**src/rtl/irqerr_pkg.sv**
```systemverilog
package irqerr_pkg;
  localparam int NTYPES = 12;
  localparam int CW     = 4;

  typedef enum logic [CW-1:0] {
    T_ENTRY   = 4'd0,
    T_VEC_UE  = 4'd1,
    T_RET     = 4'd2,
    T_CTX_UE  = 4'd3,
    T_STK_MAX = 4'd4,
    T_PARITY  = 4'd5,
    T_SECURE  = 4'd6,
    T_VEC_CE  = 4'd7,
    T_CTX_CE  = 4'd8,
    T_STK_WRN = 4'd9,
    T_KEY     = 4'd10,
    T_PDIAG   = 4'd11
  } err_type_e;

  // high-severity types occupy the low codes
  localparam logic [NTYPES-1:0] HI_MASK  = 12'h07F;
  // types whose status follows a level instead of being sticky
  localparam logic [NTYPES-1:0] LVL_MASK = 12'h200;
endpackage

```
**src/rtl/irqerr_stack_mon.sv**
```systemverilog
module irqerr_stack_mon #(
  parameter int SPW    = 4,
  parameter int SP_MAX = 15
) (
  input  logic [SPW-1:0] isp,
  input  logic [SPW-1:0] warn_thresh,
  output logic           warn_lvl,
  output logic           max_hit
);
  localparam logic [SPW-1:0] MAX_V = SPW'(SP_MAX);

  always_comb begin
    warn_lvl = (isp >= warn_thresh);
    max_hit  = (isp >= MAX_V);
  end
endmodule

```
**src/rtl/irqerr_classify.sv**
```systemverilog
module irqerr_classify
  import irqerr_pkg::*;
#(
  parameter int AW  = 32,
  parameter int SPW = 4
) (
  input  logic                       vec_ecc_sb,
  input  logic                       vec_ecc_db,
  input  logic [AW-1:0]              vec_addr,
  input  logic                       ctx_ecc_sb,
  input  logic                       ctx_ecc_db,
  input  logic [AW-1:0]              ctx_addr,
  input  logic                       isr_entry_bad,
  input  logic                       isr_ret_bad,
  input  logic [AW-1:0]              isr_addr,
  input  logic                       reg_par_err,
  input  logic                       reg_sec_err,
  input  logic                       reg_key_err,
  input  logic                       par_diag_err,
  input  logic [AW-1:0]              reg_addr,
  input  logic [SPW-1:0]             isp,
  input  logic                       warn_lvl,
  input  logic                       max_hit,
  output logic [NTYPES-1:0]          set_vec,
  output logic [NTYPES-1:0][AW-1:0]  set_addr
);
  logic [AW-1:0] sp_addr;

  always_comb begin
    sp_addr  = {{(AW-SPW){1'b0}}, isp};
    set_vec  = '0;
    set_addr = '0;

    set_vec[T_ENTRY]   = isr_entry_bad;
    set_addr[T_ENTRY]  = isr_addr;
    set_vec[T_RET]     = isr_ret_bad;
    set_addr[T_RET]    = isr_addr;

    // double-bit result dominates on the same source
    set_vec[T_VEC_UE]  = vec_ecc_db;
    set_addr[T_VEC_UE] = vec_addr;
    set_vec[T_VEC_CE]  = vec_ecc_sb & ~vec_ecc_db;
    set_addr[T_VEC_CE] = vec_addr;
    set_vec[T_CTX_UE]  = ctx_ecc_db;
    set_addr[T_CTX_UE] = ctx_addr;
    set_vec[T_CTX_CE]  = ctx_ecc_sb & ~ctx_ecc_db;
    set_addr[T_CTX_CE] = ctx_addr;

    set_vec[T_STK_MAX]  = max_hit;
    set_addr[T_STK_MAX] = sp_addr;
    set_vec[T_STK_WRN]  = warn_lvl;
    set_addr[T_STK_WRN] = sp_addr;

    set_vec[T_PARITY]  = reg_par_err;
    set_addr[T_PARITY] = reg_addr;
    set_vec[T_SECURE]  = reg_sec_err;
    set_addr[T_SECURE] = reg_addr;
    set_vec[T_KEY]     = reg_key_err;
    set_addr[T_KEY]    = reg_addr;
    set_vec[T_PDIAG]   = par_diag_err;
    set_addr[T_PDIAG]  = reg_addr;
  end
endmodule

```
**src/rtl/irqerr_status.sv**
```systemverilog
module irqerr_status
  import irqerr_pkg::*;
#(
  parameter int AW = 32
) (
  input  logic                       clk,
  input  logic                       rst_n,
  input  logic [NTYPES-1:0]          set_vec,
  input  logic [NTYPES-1:0][AW-1:0]  set_addr,
  input  logic [NTYPES-1:0]          clr,
  input  logic [NTYPES-1:0]          grant,
  output logic [NTYPES-1:0]          stat_q,
  output logic [NTYPES-1:0]          pend,
  output logic [NTYPES-1:0][AW-1:0]  addr_q
);
  logic [NTYPES-1:0] stat_d;
  logic [NTYPES-1:0] rep_q, rep_d;
  logic [NTYPES-1:0] clr_eff;
  logic [NTYPES-1:0] addr_we;

  for (genvar t = 0; t < NTYPES; t++) begin : g_type
    if (LVL_MASK[t]) begin : g_lvl
      always_comb begin
        clr_eff[t]  = 1'b0;
        stat_d[t]   = set_vec[t];
        addr_we[t]  = set_vec[t] & ~stat_q[t];
      end

      wrn_follow_chk: assert property (@(posedge clk) disable iff (!rst_n)
        set_vec[t] |=> stat_q[t]);

      wrn_selfclr_chk: assert property (@(posedge clk) disable iff (!rst_n)
        !set_vec[t] |=> !stat_q[t]);
    end else begin : g_stk
      always_comb begin
        clr_eff[t]  = clr[t];
        stat_d[t]   = set_vec[t] | (stat_q[t] & ~clr[t]);
        addr_we[t]  = set_vec[t] & (~stat_q[t] | clr[t]);
      end

      sticky_set_chk: assert property (@(posedge clk) disable iff (!rst_n)
        set_vec[t] |=> stat_q[t]);

      w1c_chk: assert property (@(posedge clk) disable iff (!rst_n)
        (clr[t] && !set_vec[t]) |=> !stat_q[t]);

      hold_chk: assert property (@(posedge clk) disable iff (!rst_n)
        (stat_q[t] && !clr[t]) |=> stat_q[t]);
    end

    always_ff @(posedge clk or negedge rst_n) begin
      if (!rst_n) begin
        addr_q[t] <= '0;
      end else if (addr_we[t]) begin
        addr_q[t] <= set_addr[t];
      end
    end
  end

  always_comb begin
    rep_d = (rep_q | grant) & stat_d & ~clr_eff;
    pend  = stat_q & ~rep_q;
  end

  always_ff @(posedge clk or negedge rst_n) begin
    if (!rst_n) begin
      stat_q <= '0;
      rep_q  <= '0;
    end else begin
      stat_q <= stat_d;
      rep_q  <= rep_d;
    end
  end


  no_regrant_chk: assert property (@(posedge clk) disable iff (!rst_n)
    (grant & rep_q) == '0);
endmodule

```
**src/rtl/irqerr_report.sv**
```systemverilog
module irqerr_report
  import irqerr_pkg::*;
#(
  parameter int AW = 32
) (
  input  logic                       clk,
  input  logic                       rst_n,
  input  logic [NTYPES-1:0]          stat_q,
  input  logic [NTYPES-1:0]          pend,
  input  logic [NTYPES-1:0][AW-1:0]  addr_q,
  output logic [NTYPES-1:0]          grant,
  output logic                       rec_vld_q,
  output logic [CW-1:0]              rec_code_q,
  output logic [AW-1:0]              rec_addr_q,
  output logic                       sev_hi_q,
  output logic                       sev_lo_q
);
  logic          found;
  logic [CW-1:0] sel;
  logic          sev_hi_d, sev_lo_d;

  always_comb begin
    grant = '0;
    sel   = '0;
    found = 1'b0;
    for (int i = 0; i < NTYPES; i++) begin
      if (pend[i] && !found) begin
        grant[i] = 1'b1;
        sel      = CW'(i);
        found    = 1'b1;
      end
    end
    sev_hi_d = |(stat_q & HI_MASK);
    sev_lo_d = |(stat_q & ~HI_MASK);
  end

  always_ff @(posedge clk or negedge rst_n) begin
    if (!rst_n) begin
      rec_vld_q  <= 1'b0;
      rec_code_q <= '0;
      rec_addr_q <= '0;
      sev_hi_q   <= 1'b0;
      sev_lo_q   <= 1'b0;
    end else begin
      rec_vld_q <= found;
      sev_hi_q  <= sev_hi_d;
      sev_lo_q  <= sev_lo_d;
      if (found) begin
        rec_code_q <= sel;
        rec_addr_q <= addr_q[sel];
      end
    end
  end


  one_grant_chk: assert property (@(posedge clk) disable iff (!rst_n)
    $onehot0(grant));

  rec_from_pend_chk: assert property (@(posedge clk) disable iff (!rst_n)
    rec_vld_q |-> (($past(pend) & (NTYPES'(1) << rec_code_q)) != '0));

  sev_hi_chk: assert property (@(posedge clk) disable iff (!rst_n)
    ((stat_q & HI_MASK) != '0) |=> sev_hi_q);

  sev_lo_chk: assert property (@(posedge clk) disable iff (!rst_n)
    (stat_q == '0) |=> (!sev_hi_q && !sev_lo_q));
endmodule

```
**src/rtl/irq_err_collector.sv**
```systemverilog
module irq_err_collector
  import irqerr_pkg::*;
#(
  parameter int AW     = 32,
  parameter int SPW    = 4,
  parameter int SP_MAX = 15
) (
  input  logic              clk,
  input  logic              rst_n,
  input  logic              vec_ecc_sb,
  input  logic              vec_ecc_db,
  input  logic [AW-1:0]     vec_addr,
  input  logic              ctx_ecc_sb,
  input  logic              ctx_ecc_db,
  input  logic [AW-1:0]     ctx_addr,
  input  logic              isr_entry_bad,
  input  logic              isr_ret_bad,
  input  logic [AW-1:0]     isr_addr,
  input  logic              reg_par_err,
  input  logic              reg_sec_err,
  input  logic              reg_key_err,
  input  logic              par_diag_err,
  input  logic [AW-1:0]     reg_addr,
  input  logic [SPW-1:0]    isp,
  input  logic [SPW-1:0]    warn_thresh,
  input  logic [NTYPES-1:0] err_clr,
  output logic              err_valid,
  output logic [CW-1:0]     err_code,
  output logic [AW-1:0]     err_addr,
  output logic              sev_hi,
  output logic              sev_lo,
  output logic [NTYPES-1:0] err_status
);
  localparam logic [SPW-1:0] MAX_V = SPW'(SP_MAX);

  logic                      rst_s1_q, rst_s2_q;
  logic                      warn_lvl, max_hit;
  logic [NTYPES-1:0]         set_vec;
  logic [NTYPES-1:0][AW-1:0] set_addr;
  logic [NTYPES-1:0]         grant;
  logic [NTYPES-1:0]         stat_q;
  logic [NTYPES-1:0]         pend;
  logic [NTYPES-1:0][AW-1:0] addr_q;

  // asynchronous assertion, synchronous release
  always_ff @(posedge clk or negedge rst_n) begin
    if (!rst_n) begin
      rst_s1_q <= 1'b0;
      rst_s2_q <= 1'b0;
    end else begin
      rst_s1_q <= 1'b1;
      rst_s2_q <= rst_s1_q;
    end
  end

  irqerr_stack_mon #(.SPW(SPW), .SP_MAX(SP_MAX)) u_stk (
    .isp         (isp),
    .warn_thresh (warn_thresh),
    .warn_lvl    (warn_lvl),
    .max_hit     (max_hit)
  );

  irqerr_classify #(.AW(AW), .SPW(SPW)) u_cls (
    .vec_ecc_sb    (vec_ecc_sb),
    .vec_ecc_db    (vec_ecc_db),
    .vec_addr      (vec_addr),
    .ctx_ecc_sb    (ctx_ecc_sb),
    .ctx_ecc_db    (ctx_ecc_db),
    .ctx_addr      (ctx_addr),
    .isr_entry_bad (isr_entry_bad),
    .isr_ret_bad   (isr_ret_bad),
    .isr_addr      (isr_addr),
    .reg_par_err   (reg_par_err),
    .reg_sec_err   (reg_sec_err),
    .reg_key_err   (reg_key_err),
    .par_diag_err  (par_diag_err),
    .reg_addr      (reg_addr),
    .isp           (isp),
    .warn_lvl      (warn_lvl),
    .max_hit       (max_hit),
    .set_vec       (set_vec),
    .set_addr      (set_addr)
  );

  irqerr_status #(.AW(AW)) u_sts (
    .clk      (clk),
    .rst_n    (rst_s2_q),
    .set_vec  (set_vec),
    .set_addr (set_addr),
    .clr      (err_clr),
    .grant    (grant),
    .stat_q   (stat_q),
    .pend     (pend),
    .addr_q   (addr_q)
  );

  irqerr_report #(.AW(AW)) u_rep (
    .clk        (clk),
    .rst_n      (rst_s2_q),
    .stat_q     (stat_q),
    .pend       (pend),
    .addr_q     (addr_q),
    .grant      (grant),
    .rec_vld_q  (err_valid),
    .rec_code_q (err_code),
    .rec_addr_q (err_addr),
    .sev_hi_q   (sev_hi),
    .sev_lo_q   (sev_lo)
  );

  assign err_status = stat_q;


  stk_max_chk: assert property (@(posedge clk) disable iff (!rst_s2_q)
    (isp == MAX_V) |=> err_status[T_STK_MAX]);

  db_over_sb_chk: assert property (@(posedge clk) disable iff (!rst_s2_q)
    (vec_ecc_db && !err_status[T_VEC_CE] && !err_clr[T_VEC_CE]) |=> !err_status[T_VEC_CE]);
endmodule

```
**config.mk**
```make
export PLATFORM = sky130hd
export DESIGN_NAME = irq_err_collector
export DESIGN_NICKNAME = d
export VERILOG_FILES = /design/src/rtl/irqerr_pkg.sv /design/src/rtl/irqerr_stack_mon.sv /design/src/rtl/irqerr_classify.sv /design/src/rtl/irqerr_status.sv /design/src/rtl/irqerr_report.sv /design/src/rtl/irq_err_collector.sv
export SDC_FILE = /design/constraint.sdc
export NUM_CORES = 1
export LEC_CHECK = 0
export ABC_AREA = 1
export CAP_MARGIN = 25
export CELL_PAD_IN_SITES_DETAIL_PLACEMENT = 0
export CELL_PAD_IN_SITES_GLOBAL_PLACEMENT = 1
export CORE_UTILIZATION = 42
export DETAILED_ROUTE_END_ITERATION = 12
export PLACE_DENSITY_LB_ADDON = 0.1
export SKIP_CTS_REPAIR_TIMING = 1
export SLEW_MARGIN = 0
export SYNTH_ARGS = -nofsm -noshare
export SYNTH_HDL_FRONTEND = slang
export SYNTH_SLANG_ARGS = --single-unit
```
**constraint.sdc**
```tcl
create_clock -name clk -period 13.3 [get_ports clk]
set_clock_uncertainty 0.15 [all_clocks]
set_input_delay 2.66 -clock clk [delete_from_list [all_inputs] [get_ports clk]]
set_output_delay 2.66 -clock clk [all_outputs]
set_load 0.005 [all_outputs]
```
---- After elaboration in Yosys (flattened, before gate mapping) ----
Index checks and enable logic that the tools add are counted.
W data, S select, Z words.
word-level totals
  output and inout bits ................... 51
  register bits after elaboration ......... 393
  logic and storage cells ................. 162
operators by class
  order comparisons ....................... 3
  reduce and logical (&&, ||, !) cells .... 24
  bitwise gates (word level) .............. 78
  multiplexer cells ....................... 36
operators by type and width
  operator              count
  $bmux W32 S4          1
  $and A12 B12 Y12      3
  $mux W32              1
  $and A1 B1 Y1         25
  $not A1 Y1            25
  $mux W1               24
  $not A12 Y12          2
  $or A1 B1 Y1          22
  $mux W4               4
  $mux W3               4
  $or A12 B12 Y12       1
  $logic_and A1 B1 Y1   11
  $logic_not A1 Y1      11
  $reduce_or A7 Y1      1
  $lt A4 B5 Y1 const B  1
  $reduce_or A5 Y1      1
  $ge A4 B4 Y1          1
  $ge A4 B4 Y1 const B  1
  $mux W2               2

---- Longest topological paths before layout ----
  depth in word-level cells ............... 39
  gate-level depth with buffers ........... 19

---- Modules after synthesis ----
From an unflattened synthesis, not the netlist that was laid out.
unflattened totals
  cells, all modules ...................... 3,523
  area, all modules ....................... 25,996.2 sq um
by module, submodules not included
  module             times used  seq. area each (sq um)  cells an instance  area each (sq um)
  irqerr_status      1           10,209.8                1,794              16,271.9
  irqerr_report      1           975.9                   1,306              6,570.1
  irqerr_classify    1           0.0                     399                2,981.6
  irqerr_stack_mon   1           0.0                     21                 118.9
  irq_err_collector  1           50.0                    3                  53.8

---- Least setup slack after synthesis ----
OpenSTA, ideal clock, no wires.
  path type ............................... input to register
  start point ............................. input warn_thresh[3]
  end point ............................... register u_sts.addr_q[288] in the netlist's numbering
  stages on the path ...................... 7
  slack ................................... 9.496 ns
  library setup time ...................... 0.127 ns
  arrival time ............................ 3.527 ns
  data required time ...................... 13.023 ns
  cell sequence ........................... inv_1 > ha_1 > nand2_1 > o211ai_1 > nand2_1 > nand2_1 > o21ai_0
on the way
  longest elaborated chain between the ends .. 2
RTL lines
  item                           line                     text
  start, declared                irq_err_collector.sv:25  input logic [SPW-1:0] warn_thresh,
  $ge A4 B4 Y1                   irqerr_stack_mon.sv:13   warn_lvl = (isp >= warn_thresh);
  named net u_cls.warn_lvl       irqerr_classify.sv:22    input logic warn_lvl,
  $and A1 B1 Y1                  irqerr_status.sv:26      addr_we[t] = set_vec[t] & ~stat_q[t];
  end signal, assigned by index  irqerr_status.sv:55      addr_q[t] <= set_addr[t];
  end, declared                  irqerr_status.sv:14      output logic [NTYPES-1:0][AW-1:0] addr_q
The timed path passes the listed nets, and every way through them passes these cells.
A chain may end at the register's enable or synchronous reset.

---- Worst setup path after layout ----
  start point ............................. register u_sts.stat_q[6]
  end point ............................... output err_status[6]
RTL lines
  item                    line                     text
  start, declared         irqerr_status.sv:12      output logic [NTYPES-1:0] stat_q,
  start signal, assigned  irqerr_status.sv:70      stat_q <= stat_d;
  end, declared           irq_err_collector.sv:32  output logic [NTYPES-1:0] err_status
No word-level cell between the ends.

==> key figures <==
Status
  – Status: complete, no violations

Routing
  – TritonRoute pass-1 iters: 6
  – Remaining antenna violation count: 0
  – DR iter-0 viols: 1281
  – Post-route DRC: 0
  – DR vias: about 16000
  – Total wire length: 60200 µm
  – Via density: about 4.9
  – DR WL/cell: about 18 µm

Finish
  – Area Overhead vs Synth: 20.6%
  – Final std cells w/o fill: ~3300
  – Layout cells sized above 1: 0.0460
  – Layout fillers: approximately 4300
  – Most frequent cells in the layout: nand2_1 (821), dfrtp_1 (392), inv_1 (373)
  – Most common cell after layout, fill and taps aside: nand2_1
  – Final nets: roughly 2800

STA
  – Max frequency: 229 MHz
  – Final Cycle Share: 0.329
  – Final Hold Fails: 0
  – RSZ-0062 raised after global routing: no
  – Slew Limit Fails: 0
  – Fin crit period: 4.38 ns
  – Worst-Margin Slew: about 1.0 ns
  – Final setup fails: 0
  – Max_slew headroom: 0.319
  – TNS Setup: 0 ns

Clocking
  – CTS Sinks: 393
  – Skew-Pair Late Insertion Delay: 0.57 ns
  – Clock Pin Slew Worst Setup and Hold Paths: around 0.060 ns
  – CTS Buffer Depth: 3
  – CTS tree: done
  – Htree depth: 2
  – CTS Buf Count: 45
  – CTS root buffer: clkbuf_16

Die
  – Rows: 77
  – Die height: ~210 µm
  – Chip width: approximately 210 µm
  – I/O pin total: around 210
  – Initial Util: 0.426
  – Die area: 0.0458 mm²
  – CORE AREA: around 0.044 mm²

Logic synthesis
  – Share of the synthesized area in the top cell type: 0.520
  – Yosys warning total: 0
  – Mux contribution to synthesized area: 0
  – Synth Area in Compound Gates: 0.107
  – Syn Area/Cell: around 7.5 µm²
  – Count of different cell masters after synthesis: 38
  – Synth Cell Area: 0.0189 mm²
  – Xor and xnor area share after synthesis: 0
  – Simple-gate share of the synthesized area: 0.258
  – Seq/Total Area, Yosys: 0.520
  – Syn Inst Count: about 2500
  – Area contributors post-synth: dfrtp_1 (52%), nand2_1 (16%), o21ai_0 (9.1%)
  – Seq cells post-synth: slightly below 400
  – Largest family of logic cells by synthesized area: simple AND/OR/NAND/NOR gates
  – Area leader, netlist: dfrtp_1
  – Post-Synth Adder-Cell Area: 0.00265
  – Post-Syn Nets: between 2000 and 3000

Critical path
  – Crit Path Max Fanout: 6
  – Critical Path End Type: output pin
  – Crit-path leading delay family: buffers and inverters
  – Worst path max stage delay: between 0.5 and 0.6 ns
  – CP Buf/Inv Count: 1
  – Critical path required time: about 10 ns
  – CP Class: flop to output pin
  – Critical path's slowest cell: clkdlybuf4s50_1
  – CP arrival: 1.57 ns
  – Crit path cell chain: clkdlybuf4s50_1
  – Critical path launch point type: flop

Global route
  – Vias in the first global route: roughly 15000
  – Met3 Usage GRT: 0.0479
  – Largest net degree at the start of global routing: 172
  – First-pass GRT wire length: approximately 94000 µm
  – M2 GR Usage: 0.370
  – GRT overflow: 0
  – Total GRT Usage: 0.266
  – Grt peak-use layer: met1
  – Met1 GRT Util: 0.419
  – Initial antenna violation count: 2

Pwr
  – Cell area power density: about 150 mW/mm²
  – Maximum VDD drop: between 100 and 150 µV
  – Lkg Pwr: ~12 nW
  – Total power: 3.40 mW

Flow run
  – Max_cap viols: 0

Min path
  – Hold Crit Class: flop to flop

Place
  – DPL Wire Length: roughly 39000 µm
  – Placed Instances: around 3200
  – GPL Wtd Cong: 0.867
  – Port Buf Inserts: roughly 210
==> worst paths after layout <==
| check | from | endpoint | depth (start not counted) | slack (ns) |
|---|---|---|---|---|
| setup / recovery | u_sts.stat_q[6] | err_status[6] | 1 | 8.92 |
| hold / removal | rst_s1_q | rst_s2_q | 0 | 0.20 |
| setup reg to reg | u_sts.stat_q[1] | u_rep.rec_addr_q[24] | 19 | 8.98 |
| hold reg to reg | rst_s1_q | rst_s2_q | 0 | 0.20 |
| max in group asynchronous | rst_s2_q | u_sts.addr_q[280] | 2 | 10.76 |
| min in group asynchronous | rst_s2_q | u_sts.addr_q[205] | 0 | 0.28 |
==> where the power goes <==
group / leakage, nW / total, mW / internal (mW) / switching (mW)
logic: 6.24 / 0.705 / 0.270 / 0.435
registers: 4.82 / 1.47 / 1.37 / 0.106
clock network: 0.702 / 1.22 / 0.719 / 0.502
==> flip-flops by register name, summed over array words and instances, names as in the netlist <==
signal            count
u_sts.addr_q        328
u_rep.rec_addr_q     32
u_sts.rep_q          12
u_sts.stat_q         12
u_rep.rec_code_q      4
rst_s1_q              1
rst_s2_q              1
u_rep.rec_vld_q       1
u_rep.sev_hi_q        1
u_rep.sev_lo_q        1
==> synth_stat cells <==
| cell type | count |
|---|---|
| nor4_1 | 1 |
| nand3b_1 | 12 |
| nand3_2 | 1 |
| buf_8 | 2 |
| nor2_1 | 189 |
| ha_1 | 4 |
| inv_2 | 3 |
| dfrtp_1 | 393 |
| buf_2 | 26 |
| nand4_1 | 5 |
| buf_4 | 10 |
| nor2_8 | 1 |
| inv_1 | 374 |
| a21boi_0 | 1 |
| o211ai_1 | 2 |
| buf_12 | 3 |
| buf_6 | 7 |
| o31ai_1 | 1 |
| buf_1 | 9 |
| a21oi_1 | 12 |
| inv_4 | 1 |
| conb_1 | 1 |
| nor3_1 | 3 |
| a41oi_1 | 1 |
| nand2_1 | 829 |
| nand2_4 | 2 |
| o41ai_1 | 1 |
| a211oi_1 | 2 |
| nand4_2 | 1 |
| nor2_2 | 3 |
| o21ai_0 | 345 |
| nand3_1 | 155 |
| nor3b_1 | 1 |
| nand2_2 | 3 |
| a21boi_1 | 10 |
| o21ai_1 | 21 |
| clkbuf_1 | 75 |
| or2_2 | 3 |
==> metrics by stage <==
step | hold WS (ns) | instance area [µm²] | utilization | setup slack, ns
floorplan | 0.181 | 18900 | - | 1.39
global placement | 0.189 | 21300 | 0.481 | 8.69
detailed placement | 0.185 | 21300 | 0.481 | 8.66
CTS | 0.197 | 22800 | 0.513 | 8.64
global route | 0.219 | 22800 | 0.514 | 8.61
finish | 0.196 | 22800 | 0.514 | 8.92
==> kinds of logic after synthesis <==
group | count (synthesis)
other cells | 1
simple gates | 1209
compound gates | 396
buf+inv | 510
fa+ha+maj | 4
flops | 393
==> cell type report <==
cell class / count / area (µm²) / area share
diodes: 1 / 2.50 / 0.000110
flip-flops and latches: 393 / 9840 / 0.432
well taps: 592 / 741 / 0.0325
clock inverters: 10 / 103 / 0.00450
clock buffers: 67 / 1320 / 0.0579
inverters: 378 / 1420 / 0.0624
repair buffers: 235 / 2330 / 0.102
multi-input cells: 1610 / 7030 / 0.308
==> layer usage <==
layer | up-vias | part of all wire
li1 | 7989 | -
met1 | 7631 | 0.50
met2 | 493 | 0.41
met3 | 72 | 0.068
met4 | 0 | 0.018
met5 | - | 0
No activity file was read; power rests on OpenSTA's default activity.
